==> config.mk <==
export PLATFORM = sky130hd
export DESIGN_NAME = sbr_read_master
export DESIGN_NICKNAME = d
export VERILOG_FILES = /design/src/rtl/sbr_pkg.sv /design/src/rtl/sbr_frame_tx.sv /design/src/rtl/sbr_resp_rx.sv /design/src/rtl/sbr_ack_timer.sv /design/src/rtl/sbr_read_master.sv
export SDC_FILE = /design/constraint.sdc
export NUM_CORES = 1
export LEC_CHECK = 0
export ABC_AREA = 1
export BUFFER_PORTS_ARGS = -buffer_cell sky130_fd_sc_hd__buf_2
export CAP_MARGIN = 5
export CORE_MARGIN = 3
export CORE_UTILIZATION = 48
export CTS_BUF_LIST = sky130_fd_sc_hd__clkbuf_4
export DETAILED_ROUTE_END_ITERATION = 10
export PLACE_DENSITY_LB_ADDON = 0.3
export REMOVE_ABC_BUFFERS = 1
export SETUP_SLACK_MARGIN = 0.4
export SLEW_MARGIN = 20
export SYNTH_ARGS = -nofsm -noshare
export SYNTH_HDL_FRONTEND = slang
export SYNTH_SLANG_ARGS = --single-unit
==> constraint.sdc <==
create_clock -name clk -period 4.5 [get_ports clk]
set_clock_uncertainty 0.05 [all_clocks]
set_input_delay 0.45 -clock clk [delete_from_list [all_inputs] [get_ports clk]]
set_output_delay 0.45 -clock clk [all_outputs]
set_load 0.01 [all_outputs]
==> src/rtl/sbr_pkg.sv <==
package sbr_pkg;
  typedef enum logic [1:0] {
    ST_IDLE = 2'd0,
    ST_SEND = 2'd1,
    ST_WAIT = 2'd2,
    ST_RECV = 2'd3
  } sbr_state_e;
endpackage

==> src/rtl/sbr_frame_tx.sv <==
module sbr_frame_tx #(
  parameter int ADDR_W = 17,
  parameter int LANE_W = 2
) (
  input  logic              clk,
  input  logic              rst_async,
  input  logic              load,
  input  logic [ADDR_W-1:0] addr,
  output logic              frame_end,
  output logic              req,
  output logic [LANE_W-1:0] dout
);
  localparam int NBEATS = (ADDR_W + 1) / LANE_W;
  localparam int SH_W   = ADDR_W - 1;
  localparam int CNT_W  = $clog2(NBEATS + 1);

  logic [SH_W-1:0]  sh_q;
  logic [CNT_W-1:0] beat_q;

  assign frame_end = req && (beat_q == CNT_W'(NBEATS - 1));

  always_ff @(posedge clk or posedge rst_async) begin
    if (rst_async) begin
      req    <= 1'b0;
      dout   <= '0;
      sh_q   <= '0;
      beat_q <= '0;
    end else if (load) begin
      req    <= 1'b1;
      dout   <= {addr[0], 1'b0};
      sh_q   <= addr[ADDR_W-1:1];
      beat_q <= '0;
    end else if (req) begin
      if (frame_end) begin
        req  <= 1'b0;
        dout <= '0;
      end else begin
        dout   <= sh_q[LANE_W-1:0];
        sh_q   <= sh_q >> LANE_W;
        beat_q <= beat_q + 1'b1;
      end
    end
  end
endmodule

==> src/rtl/sbr_resp_rx.sv <==
module sbr_resp_rx #(
  parameter int DATA_W = 32,
  parameter int LANE_W = 2
) (
  input  logic              clk,
  input  logic              rst_async,
  input  logic              clr,
  input  logic              shift_en,
  input  logic [LANE_W-1:0] din,
  output logic              last,
  output logic [DATA_W-1:0] word_next
);
  localparam int NPAIRS = DATA_W / LANE_W;
  localparam int CNT_W  = $clog2(NPAIRS + 1);

  logic [DATA_W-1:0] word_q;
  logic [CNT_W-1:0]  cnt_q;

  assign word_next = {din, word_q[DATA_W-1:LANE_W]};
  assign last      = shift_en && (cnt_q == CNT_W'(NPAIRS - 1));

  always_ff @(posedge clk or posedge rst_async) begin
    if (rst_async) begin
      word_q <= '0;
      cnt_q  <= '0;
    end else if (clr) begin
      word_q <= '0;
      cnt_q  <= '0;
    end else if (shift_en) begin
      word_q <= word_next;
      cnt_q  <= last ? '0 : cnt_q + 1'b1;
    end
  end
endmodule

==> src/rtl/sbr_ack_timer.sv <==
module sbr_ack_timer #(
  parameter int ACK_WAIT = 256
) (
  input  logic clk,
  input  logic rst_async,
  input  logic waiting,
  input  logic ack,
  output logic expired
);
  localparam int CNT_W = $clog2(ACK_WAIT + 1);

  logic [CNT_W-1:0] cnt_q;

  assign expired = waiting && !ack && (cnt_q == CNT_W'(ACK_WAIT - 1));

  always_ff @(posedge clk or posedge rst_async) begin
    if (rst_async)            cnt_q <= '0;
    else if (!waiting || ack) cnt_q <= '0;
    else if (!expired)        cnt_q <= cnt_q + 1'b1;
    else                      cnt_q <= '0;
  end
endmodule

==> src/rtl/sbr_read_master.sv <==
module sbr_read_master #(
  parameter int ADDR_W   = 17,
  parameter int DATA_W   = 32,
  parameter int LANE_W   = 2,
  parameter int ACK_WAIT = 256
) (
  input  logic              clk,
  input  logic              rst_async,
  input  logic              rd_valid,
  output logic              rd_ready,
  input  logic [ADDR_W-1:0] rd_addr,
  output logic              busy,
  output logic              rsp_valid,
  output logic [DATA_W-1:0] rsp_data,
  output logic              rsp_timeout,
  output logic              sb_req,
  output logic [LANE_W-1:0] sb_dout,
  input  logic [LANE_W-1:0] sb_din,
  input  logic              sb_ack
);
  import sbr_pkg::*;

  sbr_state_e        state_q;
  logic              accept;
  logic              frame_end;
  logic              in_wait;
  logic              rx_en;
  logic              rx_last;
  logic              expired;
  logic [DATA_W-1:0] word_next;

  assign busy     = (state_q != ST_IDLE);
  assign rd_ready = !busy;
  assign accept   = rd_valid && !busy;
  assign in_wait  = (state_q == ST_WAIT);
  assign rx_en    = sb_ack && ((state_q == ST_WAIT) || (state_q == ST_RECV));

  sbr_frame_tx #(.ADDR_W(ADDR_W), .LANE_W(LANE_W)) u_tx (
    .clk       (clk),
    .rst_async (rst_async),
    .load      (accept),
    .addr      (rd_addr),
    .frame_end (frame_end),
    .req       (sb_req),
    .dout      (sb_dout)
  );

  sbr_resp_rx #(.DATA_W(DATA_W), .LANE_W(LANE_W)) u_rx (
    .clk       (clk),
    .rst_async (rst_async),
    .clr       (accept),
    .shift_en  (rx_en),
    .din       (sb_din),
    .last      (rx_last),
    .word_next (word_next)
  );

  sbr_ack_timer #(.ACK_WAIT(ACK_WAIT)) u_timer (
    .clk       (clk),
    .rst_async (rst_async),
    .waiting   (in_wait),
    .ack       (sb_ack),
    .expired   (expired)
  );

  always_ff @(posedge clk or posedge rst_async) begin
    if (rst_async) begin
      state_q <= ST_IDLE;
    end else begin
      unique case (state_q)
        ST_IDLE: if (accept)    state_q <= ST_SEND;
        ST_SEND: if (frame_end) state_q <= ST_WAIT;
        ST_WAIT: begin
          if (rx_last)      state_q <= ST_IDLE;
          else if (sb_ack)  state_q <= ST_RECV;
          else if (expired) state_q <= ST_IDLE;
        end
        ST_RECV: if (rx_last)   state_q <= ST_IDLE;
        default:                state_q <= ST_IDLE;
      endcase
    end
  end

  always_ff @(posedge clk or posedge rst_async) begin
    if (rst_async) begin
      rsp_valid   <= 1'b0;
      rsp_timeout <= 1'b0;
      rsp_data    <= '0;
    end else begin
      rsp_valid   <= rx_last;
      rsp_timeout <= expired;
      if (rx_last) rsp_data <= word_next;
    end
  end
endmodule

Word-level counts from Yosys, hierarchy flattened:

Index checks and enable logic that the tools add are counted.

* add/sub/neg operators: 3
* equality and inequality tests: 11
* muxes and demuxes: 26
* reduce and logical (&&, ||, !) cells: 17

Operators by type and width (count)
* $mux W32: 2
* $mux W16: 3
* $mux W2: 9
* $mux W9: 2
* $mux W5: 3
* $mux W4: 3
* $add A9 B1 Y9 const B: 1
* $eq A9 B8 Y1 const B: 1
* $ne A2 B2 Y1 const B: 4
* $pmux W2 S4: 1
* $logic_and A1 B1 Y1: 6
* $reduce_bool A2 Y1: 3
* $add A5 B1 Y5 const B: 1
* $eq A5 B4 Y1 const B: 1
* $add A4 B1 Y4 const B: 1
* $eq A2 B2 Y1 const B: 2
* $eq A4 B4 Y1 const B: 1
* $ne A4 B4 Y1 const B: 1
* $reduce_and A4 Y1: 1
* $logic_not A1 Y1: 3
* $mux W1: 3
* $eq A2 B1 Y1 const B: 1
* $logic_not A2 Y1: 1
* $logic_or A1 B1 Y1: 2
* $reduce_and A2 Y1: 1

* bits in registers: 105
* input port bits: 23
* output and inout port bits: 39
* logic and storage cells: 68

Longest topological paths before layout:

* depth in word-level cells: 7
* gate-level depth with buffers: 9
* depth with buffers taken out: 9

By module:

A second synthesis with hierarchy kept.

* cells, all modules: 495
* area, all modules: 4426.7 µm²

Modules (own cells, without submodules)
* sbr_read_master: times used 1, cells each 168, area each 1437.6 µm², seq. area each 900.9 µm²
* sbr_resp_rx: times used 1, cells each 135, area each 1385.1 µm², seq. area each 875.8 µm²
* sbr_frame_tx: times used 1, cells each 132, area each 1124.8 µm², seq. area each 575.6 µm²
* sbr_ack_timer: times used 1, cells each 60, area each 479.2 µm², seq. area each 225.2 µm²

Worst setup path after synthesis:

OpenSTA, ideal clock, no wires.

* path kind: reg-to-reg
* start point: reg u_tx.beat_q[0]
* end point: reg u_tx.sh_q[6]
* library setup time: 130 ps
* arrival time: 1202 ps
* required time: 4320 ps
* slack: 3117 ps
* cell stages (with the launch flop): 10
* buffers on the path: 1
* period minus slack after synthesis: 1383 ps
* cells stage by stage: dfrtp_1 -> inv_1 -> ha_1 -> nand3_1 -> nand2_2 -> nand2_2 -> inv_2 -> buf_4 -> nand2_1 -> o211ai_1

* longest elaborated chain between the ends: 4

RTL lines
* start: declaration: RTL line sbr_frame_tx.sv:18 `logic [CNT_W-1:0] beat_q;`
* start signal: assignment: RTL line sbr_frame_tx.sv:40 `beat_q <= beat_q + 1'b1;`
* $eq A4 B4 Y1: RTL line sbr_frame_tx.sv:20 `assign frame_end = req && (beat_q == CNT_W'(NBEATS - 1));`
* $logic_and A1 B1 Y1: RTL line sbr_frame_tx.sv:20
* $ne A2 B2 Y1 (no line)
* $reduce_and A2 Y1 (no line)
* end signal: assignment: RTL line sbr_frame_tx.sv:31 `sh_q <= addr[ADDR_W-1:1];`
* end signal: assignment: RTL line sbr_frame_tx.sv:39 `sh_q <= sh_q >> LANE_W;`
* end: declaration: RTL line sbr_frame_tx.sv:17 `logic [SH_W-1:0] sh_q;`

No other way between the ends.
A chain may end at the register's enable or synchronous reset.

Worst setup path after layout:

* start point: reg state_q[1]
* end point: reg u_rx.word_q[9]

* longest elaborated chain between the ends: 4
* elaborated cells between the ends (all ways): 9
* classes of those cells: 2 x eq/ne; 1 x mux; 6 x reduce/logical

RTL lines
* start: declaration: RTL line sbr_read_master.sv:23 `sbr_state_e state_q;`
* start signal: assignment: RTL line sbr_read_master.sv:68 `state_q <= ST_IDLE;`
* start signal: assignment: RTL line sbr_read_master.sv:71 `ST_IDLE: if (accept) state_q <= ST_SEND;`
* start signal: assignment: RTL line sbr_read_master.sv:72 `ST_SEND: if (frame_end) state_q <= ST_WAIT;`
* $eq A2 B2 Y1 or $reduce_bool A2 Y1 (tied branches): RTL line sbr_read_master.sv:36, sbr_read_master.sv:32
* $logic_or A1 B1 Y1 or $logic_not A1 Y1 (tied branches): RTL line sbr_read_master.sv:36, sbr_read_master.sv:34
* $logic_and A1 B1 Y1, on equally long branches: RTL line sbr_read_master.sv:36, sbr_read_master.sv:34
* $reduce_bool A2 Y1 (no line) or $mux W32 (tied branches)
* end signal: assignment: RTL line sbr_resp_rx.sv:30 `word_q <= word_next;`
* end: declaration: RTL line sbr_resp_rx.sv:16 `logic [DATA_W-1:0] word_q;`

Parallel ways exist; a longest one is shown, timed or not.

==> out/qor.csv <==
metric,value,unit
power.leakage,2.339,nW
powerDensity,576.5,nW/µm²
fmax,430.1,MHz
syn2layout_area_growth,9.825,%
finalSetupViolations,0,
dpl-instance-area,4576,µm²
grt_overflow,0,
numClockSinks,103,
grt_usage,0.1613,
htree_levels,3,
synth.area.top_cells,"dfrtp_1 60%, nand2_1 7.4%, inv_1 4.7%, o22ai_1 4.1%, o21ai_2 3.9%",
viasPerCell,5.113,
slew_viol_final,0,
cts_resized,0,
vias,2976,
cts_buffers,9,
grt_pass1_vias,2847,
clock_path_buffers,2,
drtAntennaViolNets,0,
wl_per_cell,12.84,µm
finalCritPeriodShare,0.5167,
syn_area_per_cell,10.29,µm²
place_inst,566,
antenna_found_initial,0,
clk_pin_slew,150,ps
ys_ff_latch,103,
cp.required,4790,ps
r2r_end,u_rx.word_q[9],
final.min_clock_period,2325,ps
status,"complete, no violations",
synth_cell_types,34,
antenna_cells,0,
end_kind,flop,
yosysTopAreaCellShare,0.6023,
netlist_instances,416,
r2r-start,state_q[1],
holdBufCountCts,0,
irDropWorstVdd,0.2460,mV
drtPass1Iterations,4,
core,8423,µm²
hpwl,5103,µm
clk-insertion-delay-late,450,ps
rows,33,
worst-setup-path-type,flop to flop,
grt_max_degree,72,
synth_largest_area_cell,dfrtp_1,
io_buffers,61,
syn-cell-area,4279,µm²
drv_cap,0,
reg2reg_depth,3,
cts_tree,done,
r2r_slack,2170,ps
nets,499,
grt_setup_unrepaired,false,
relSlewSlack,0.3472,
pin_count,62,
finalSetupTns,0,ps
final_area,4700,µm²
drc,0,
fp.dieArea,10080,µm²
final_cells,582,
critPathLaunchType,flop,
cts_setup_buffers,0,
finalWirelength,7474,µm
gp_congestion,0.7183,
ys_seq_area_frac,0.6023,
arrival,2610,ps
worstMarginPinSlew,976.8,ps
drive_gt1_frac,0.2432,
crit_fanout,38,
drt-initial-drc-count,90,
die_y,100.4,µm
grt_pass1_wl,13030,µm
synth_warnings,0,
die_w,100.4,µm
hold_viol_final,0,
start_util,0.5080,
hold_path.class,primary input to async pin,
cts_root_buf,clkbuf_4,
-- power by group --
| group | internal [mW] | switching, mW | total, mW | leakage, nW |
|---|---|---|---|---|
| logic | 0.321 | 0.582 | 0.903 | 0.887 |
| registers | 1.21 | 0.154 | 1.37 | 1.39 |
| clock network | 0.128 | 0.310 | 0.438 | 0.0674 |
-- Yosys cell counts --
library cell,instances
nand3_1,18
buf_4,4
inv_6,1
a211oi_1,1
buf_2,5
a21oi_1,7
o21ai_2,19
nor3b_1,1
xor2_1,1
nor2_4,3
nand2_2,4
dfrtp_1,103
nand2_4,1
buf_6,6
nor2_1,19
o22ai_1,28
o21ai_0,10
nor3_1,5
nand2_1,84
a22oi_1,2
inv_1,54
inv_2,2
o211ai_1,4
nand4_1,2
ha_1,4
nand4_4,1
a22o_1,1
o21ai_1,14
inv_4,1
nor2_2,1
xnor2_1,2
a32o_1,1
a22oi_2,5
clkbuf_8,2
-- cells in the final DEF, fill, tap and decap left out, types with 3 or more instances in the layout --
master and count:
a21oi_1 7, a22oi_2 5, buf_2 61, clkbuf_4 10
dfrtp_1 103, ha_1 4, inv_1 53, inv_6 4
nand2_1 84, nand2_2 4, nand3_1 18, nor2_1 19
nor2_4 3, nor3_1 5, o211ai_1 4, o21ai_0 10
o21ai_1 14, o21ai_2 19, o22ai_1 28
-- flip-flops by register name, indices dropped and copies added, names as in the netlist --
register       cells
u_rx.cnt_q         5
state_q            2
u_tx.dout          2
u_tx.req           1
u_timer.cnt_q      9
rsp_valid          1
rsp_data          32
u_rx.word_q       30
u_tx.sh_q         16
u_tx.beat_q        4
rsp_timeout        1
-- kinds of logic after synthesis --
group | after synthesis | synth area share
AO/OA/AOI/OAI | 92 | 0.1474
XOR/XNOR | 3 | 0.006141
adder cells (fa/ha/maj) | 4 | 0.01170
buffers and inverters | 75 | 0.08772
flip-flops | 103 | 0.6023
AND/OR/NAND/NOR | 139 | 0.1447
-- worst max path at each step --
stage | endpoint | slack (ps) | start | depth (start not counted)
after CTS | u_rx.word_q[9] | 2190 | state_q[1] | 3
after detailed placement | u_rx.word_q[9] | 2140 | sb_ack | 4
after global routing | u_rx.word_q[9] | 1940 | state_q[1] | 3
after floorplan | rsp_data[0] | 1300 | rst_async | 1
final | u_rx.word_q[9] | 2170 | state_q[1] | 3
after global placement | u_rx.cnt_q[0] | 2210 | sb_ack | 4
-- critical path: stages, from the launching register on --
cell	delay, ps
dfrtp_1	490
nand2_2	580
nand2_1	770
o22ai_1	330
-- area by class of cell --
| cell class | count | area (µm²) |
|---|---|---|
| Fill cell | 757 | 3724 |
| Inverter | 58 | 227.7 |
| Timing Repair Buffer | 62 | 312.8 |
| Multi-Input combinational cell | 238 | 1326 |
| Sequential cell | 103 | 2577 |
| Tap cell | 105 | 131.4 |
| Clock inverter | 6 | 48.80 |
| Clock buffer | 10 | 75.07 |
-- layer usage --
layer | routed length [µm] | vias to the layer above | GRT usage
li1 | - | 1491 | -
met1 | 3378 | 1419 | 0.2151
met2 | 3670 | 52 | 0.2630
met3 | 312 | 14 | 0.02988
met4 | 113 | 0 | 0.06218
met5 | 0 | - | 0
-- stage by stage --
stage	util	hold WS (ps)	total power, mW	setup slack, ps
floorplan	-	399.3	2.034	1296
global placement	0.5432	404.1	2.269	2210
detailed placement	0.5432	408.5	2.306	2145
CTS	0.5579	116.6	2.743	2193
global route	0.5579	142.0	2.932	1942
finish	0.5579	107.2	2.709	2175
Power figures use the tool's default switching activity.
